**config.mk**
```make
export PLATFORM = sky130hd
export DESIGN_NAME = int_code_tx_sched
export DESIGN_NICKNAME = d
export VERILOG_FILES = /design/src/rtl/int_code_tx_pkg.sv /design/src/rtl/ict_src_arbiter.sv /design/src/rtl/ict_expiry_sel.sv /design/src/rtl/ict_send_stage.sv /design/src/rtl/int_code_tx_sched.sv
export SDC_FILE = /design/constraint.sdc
export NUM_CORES = 1
export LEC_CHECK = 0
export ABC_AREA = 1
export BUFFER_PORTS_ARGS = -buffer_cell sky130_fd_sc_hd__buf_2
export CORE_UTILIZATION = 41
export DETAILED_ROUTE_END_ITERATION = 8
export GPL_ROUTABILITY_DRIVEN = 1
export MAX_ROUTING_LAYER = met4
export PLACE_DENSITY = 0.79
export SETUP_SLACK_MARGIN = 0.2
export SYNTH_ARGS = -nofsm -noshare
export SYNTH_HDL_FRONTEND = slang
export SYNTH_SLANG_ARGS = --single-unit
```
**constraint.sdc**
```tcl
create_clock -name clk_i -period 2 [get_ports clk_i]
set_clock_uncertainty 0.2 [all_clocks]
set_input_delay 0.5 -clock clk_i [delete_from_list [all_inputs] [get_ports clk_i]]
set_output_delay 0.5 -clock clk_i [all_outputs]
set_load 0.02 [all_outputs]
```
**src/rtl/int_code_tx_pkg.sv**
```systemverilog
package int_code_tx_pkg;
  localparam int unsigned ICT_CODE_W = 8;
  localparam int unsigned ICT_NUM_W  = 5;

  function automatic logic [ICT_NUM_W-1:0] code_num(input logic [ICT_CODE_W-1:0] code);
    return code[ICT_NUM_W-1:0];
  endfunction
endpackage

```
**src/rtl/ict_src_arbiter.sv**
```systemverilog
module ict_src_arbiter #(
  parameter int unsigned CODE_W = 8
) (
  input  logic              clk_i,
  input  logic              rst_ni,
  input  logic              tx_en_i,
  input  logic              idle_i,
  input  logic              reg_wr_i,
  input  logic              reg_issue_i,
  input  logic [CODE_W-1:0] reg_code_i,
  input  logic              raw_req_i,
  input  logic [CODE_W-1:0] raw_code_i,
  output logic              take_o,
  output logic [CODE_W-1:0] take_code_o,
  output logic              raw_done_o
);
  logic reg_take, raw_take, done_q;

  assign reg_take = idle_i && tx_en_i && reg_wr_i && reg_issue_i;
  // register path has priority; raw waits with done low
  assign raw_take = idle_i && tx_en_i && raw_req_i && !done_q && !reg_take;

  assign take_o      = reg_take || raw_take;
  assign take_code_o = reg_take ? reg_code_i : raw_code_i;
  assign raw_done_o  = done_q;

  always_ff @(posedge clk_i or negedge rst_ni) begin
    if (!rst_ni)                  done_q <= 1'b0;
    else if (raw_take)            done_q <= 1'b1;
    else if (done_q && !raw_req_i) done_q <= 1'b0;
  end

  p_done_cause_r3: assert property (@(posedge clk_i) disable iff (!rst_ni)
    $rose(done_q) |-> $past(raw_req_i && tx_en_i && idle_i));
  p_done_hold_r3: assert property (@(posedge clk_i) disable iff (!rst_ni)
    (done_q && raw_req_i) |=> done_q);
  p_reg_wins_r6: assert property (@(posedge clk_i) disable iff (!rst_ni)
    (reg_wr_i && reg_issue_i && idle_i && tx_en_i) |=> !$rose(done_q));
  p_no_take_dis_r4: assert property (@(posedge clk_i) disable iff (!rst_ni)
    !tx_en_i |=> !$rose(done_q));
endmodule

```
**src/rtl/ict_expiry_sel.sv**
```systemverilog
module ict_expiry_sel #(
  parameter int unsigned NUM_W = 5
) (
  input  logic [NUM_W-1:0]      num_i,
  input  logic [(1<<NUM_W)-1:0] tmr_i,
  output logic                  expired_o
);
  localparam int unsigned NUM_INT = 1 << NUM_W;
  logic [NUM_INT-1:0] hit;

  for (genvar i = 0; i < NUM_INT; i++) begin : g_hit
    assign hit[i] = tmr_i[i] && (num_i == NUM_W'(i));
  end

  assign expired_o = |hit;
endmodule

```
**src/rtl/ict_send_stage.sv**
```systemverilog
module ict_send_stage #(
  parameter int unsigned CODE_W = 8,
  parameter int unsigned NUM_W  = 5
) (
  input  logic              clk_i,
  input  logic              rst_ni,
  input  logic              tx_en_i,
  input  logic              take_i,
  input  logic [CODE_W-1:0] take_code_i,
  input  logic              sel_expired_i,
  output logic              busy_o,
  output logic [NUM_W-1:0]  num_o,
  output logic              send_o,
  output logic [CODE_W-1:0] send_code_o
);
  logic              busy_q, send_q, fire;
  logic [CODE_W-1:0] code_q;

  assign fire = busy_q && tx_en_i && sel_expired_i;

  always_ff @(posedge clk_i or negedge rst_ni) begin
    if (!rst_ni) begin
      busy_q <= 1'b0;
      send_q <= 1'b0;
      code_q <= '0;
    end else begin
      send_q <= fire;
      if (fire)        busy_q <= 1'b0;
      else if (take_i) begin
        busy_q <= 1'b1;
        code_q <= take_code_i;
      end
    end
  end

  assign busy_o      = busy_q;
  assign num_o       = code_q[NUM_W-1:0];
  assign send_o      = send_q;
  assign send_code_o = code_q;

  p_send_pulse_r8: assert property (@(posedge clk_i) disable iff (!rst_ni)
    send_q |=> !send_q);
  p_send_expired_r5: assert property (@(posedge clk_i) disable iff (!rst_ni)
    $rose(send_q) |-> $past(sel_expired_i));
  p_send_enabled_r4: assert property (@(posedge clk_i) disable iff (!rst_ni)
    $rose(send_q) |-> $past(tx_en_i));
  p_code_hold_r7: assert property (@(posedge clk_i) disable iff (!rst_ni)
    (busy_q && !fire) |=> $stable(code_q));
endmodule

```
**src/rtl/int_code_tx_sched.sv**
```systemverilog
module int_code_tx_sched
  import int_code_tx_pkg::*;
#(
  parameter int unsigned CODE_W = ICT_CODE_W,
  parameter int unsigned NUM_W  = ICT_NUM_W
) (
  input  logic                  clk_i,
  input  logic                  rst_ni,
  input  logic                  tx_en_i,
  input  logic                  reg_wr_i,
  input  logic                  reg_issue_i,
  input  logic [CODE_W-1:0]     reg_code_i,
  input  logic                  raw_req_i,
  input  logic [CODE_W-1:0]     raw_code_i,
  output logic                  raw_done_o,
  input  logic [(1<<NUM_W)-1:0] tmr_expired_i,
  output logic                  send_o,
  output logic [CODE_W-1:0]     send_code_o
);
  logic              busy, take, sel_expired;
  logic [CODE_W-1:0] take_code;
  logic [NUM_W-1:0]  num;

  ict_src_arbiter #(.CODE_W(CODE_W)) u_arb (
    .clk_i, .rst_ni, .tx_en_i,
    .idle_i(!busy),
    .reg_wr_i, .reg_issue_i, .reg_code_i,
    .raw_req_i, .raw_code_i,
    .take_o(take), .take_code_o(take_code),
    .raw_done_o
  );

  ict_expiry_sel #(.NUM_W(NUM_W)) u_sel (
    .num_i(num), .tmr_i(tmr_expired_i), .expired_o(sel_expired)
  );

  ict_send_stage #(.CODE_W(CODE_W), .NUM_W(NUM_W)) u_send (
    .clk_i, .rst_ni, .tx_en_i,
    .take_i(take), .take_code_i(take_code),
    .sel_expired_i(sel_expired),
    .busy_o(busy), .num_o(num),
    .send_o, .send_code_o
  );

  p_reset_idle_r1: assert property (@(posedge clk_i) disable iff (!rst_ni)
    $rose(send_o) |-> $past(busy));
endmodule

```
==> results.tsv <==
metric	value	unit
status	finished clean	
tightestPinTransition	451	ps
crit_required	1300	ps
ioPinCount	64	
drc_errors	0	
dpl_worst_slack	277	ps
holdWs	296	ps
synth.area.mux_share	0.0834	
grt_pass1_vias	1021	
hp-start	reg_code_i[7]	
hold_viol	0	
yosysTopAreaCell	dfrtp_1	
coreArea	2210	um2
layout-drive-gt1-share	0.442	
fp.dieW	50.4	um
area_growth	39.6	%
cp_num_buf_inv	1	
synth_top_family_by_area	simple AND/OR/NAND/NOR gates	
cp-endpoint	send_code_o[0]	
synth-compound-area-share	0.0717	
startpoint	u_send.send_code_o[0]	
cp_top_family	flip-flops	
timing.setup.tns	0	ps
cp_num_cells	1	
end_kind	primary output	
critPathKind	flop to primary output	
start_util	0.434	
root_buffer	clkbuf_4	
synthAdderAreaFrac	0	
wirelength	2550	um
n_antenna_cell	0	
synthCells	141	
p_per_area	1120	nW/um2
cts_tree	done	
gp_congestion	0.886	
route.antenna.remaining_nets	0	
postCtsSetupRepairBufs	0	
numClockSinks	11	
min_period	1650	ps
period_share	0.824	
routedWlPerCell	10.8	um
antenna_found_initial	0	
setup_slack	352	ps
cpMaxStageDelayCell	dfrtp_2	
yosys_warnings	0	
synthSimpleGateAreaFrac	0.456	
rsz0062_at_grt	false	
yosys.area_share.xor_xnor	0	
die_y	50.4	um
die_area	2540	um2
first_pass_iters	4	
max-vdd-ir-drop	0.765	mV
fmax	0.607	GHz
clk_latency	270	ps
cp-start-kind	flop	
r2r_cells	12	
vias	1125	
ys_top_cells_by_area	dfrtp_1, nand2_1, nand3_1	
synthesis.area	960	um2
cts.path.max_buffers	2	
slowest_delay	480	ps
synth.avg_cell_area	6.81	um2
cp_max_fo	7	
mostFrequentLayoutCell	buf_2	
synth_top_area_frac	0.287	
clk_pin_slew_worst_paths	70	ps
ff2ff_setup_slack	380	ps
crit_chain	buf_2	
yosysSeqAreaShare	0.287	
synth_nets	195	
max-slew-margin-rel	0.699	
hpwl	2090	um
cap_viol_max_count	0	
worstReg2RegEnd	u_send.busy_o	
leakagePower	0.793	nW
r2r_start	u_send.send_code_o[3]	
synth-seq-cells	11	
setup_viol	0	
grt_remaining_overflow	0	
rows	17	
cts_max_level	1	
synth_cell_types	19	
final_net_count	263	
vias_per_cell	4.77	
cts_buffers	3	
numPortBuffers	63	
min_path_type	input port to flop	
cp.arrival	950	ps
track_usage	0.219	
grt_pass1_wl	4160	um
grt_max_degree	18	
drv_slew	0	
drt_iter0_markers	17	
final_cell_mix	buf_2, nand2_1, nand3_1	
[cells by family after synthesis]
group | after synthesis
AO/OA/AOI/OAI | 10
buffers and inverters | 22
multiplexers | 8
flip-flops | 11
AND/OR/NAND/NOR | 90
[cells in the mapped netlist]
master and count:
nand3_1 21, nand3_2 3, inv_2 6, o21ai_1 8
a21boi_0 1, nor2_2 4, dfrtp_1 11, nand4_2 1
nand2_1 39, buf_6 2, inv_1 12, clkinv_1 2
nor2_4 3, nand3b_1 1, nor2_1 13, a31oi_4 1
mux2i_1 8, nand2_2 3, nor3_1 2
[power breakdown]
part | internal, W | leakage (nW) | switching (W) | total (W)
Combinational | 0.000323 | 0.644 | 0.000567 | 0.000889
Sequential | 0.000328 | 0.134 | 0.000130 | 0.000458
Clock | 0.0000773 | 0.0150 | 0.0000784 | 0.000156
[worst min-delay path by stage]
stage / depth (start not counted) / end / slack [ps]
2_1_floorplan: 0 / u_arb.raw_done_o / 4
3_3_place_gp: 1 / u_send.send_code_o[7] / 180
3_5_place_dp: 1 / u_send.send_code_o[7] / 180
4_1_cts: 3 / u_send.send_code_o[5] / 290
5_1_grt: 3 / u_send.send_code_o[6] / 300
6_report: 3 / u_send.send_code_o[7] / 300
[area by class of cell]
type	instances	area [um2]
flip-flops and latches	11	279
repair buffers	65	333
well taps	28	35.0
inverters	20	75.1
multi-input cells	108	592
fillers	235	872
clock buffers	4	26.3
[state kept, by name, summed over array words and instances (netlist names)]
name / count
u_arb.raw_done_o: 1
u_send.busy_o: 1
u_send.send_code_o: 8
u_send.send_o: 1
[layer usage]
metal / global-route usage / vias up / wire length (um)
met5: - / - / 0
met4: 0.0833 / 0 / 32
met3: 0.0182 / 4 / 242
met2: 0.367 / 63 / 1160
met1: 0.273 / 473 / 1120
li1: - / 585 / -
[per-stage QoR]
| step | cell area, um2 | cells | util | power [W] |
|---|---|---|---|---|
| 4_1_cts | 1330 | 236 | 0.602 | 0.00149 |
| 6_report | 1340 | 236 | 0.606 | 0.00150 |
| 5_1_grt | 1340 | 236 | 0.606 | 0.00164 |
| 3_5_place_dp | 1290 | 231 | 0.585 | 0.00133 |
| 2_1_floorplan | 960 | 141 | - | 0.00107 |
| 3_3_place_gp | 1290 | 231 | 0.585 | 0.00132 |
[what timing repair did]
action	CTS	global route
resized for setup	0	5
endpoints found under the setup margin	0	2
hold buffers	1	0
endpoints found under the hold margin	11	0
(Power assumes the default switching activity.)
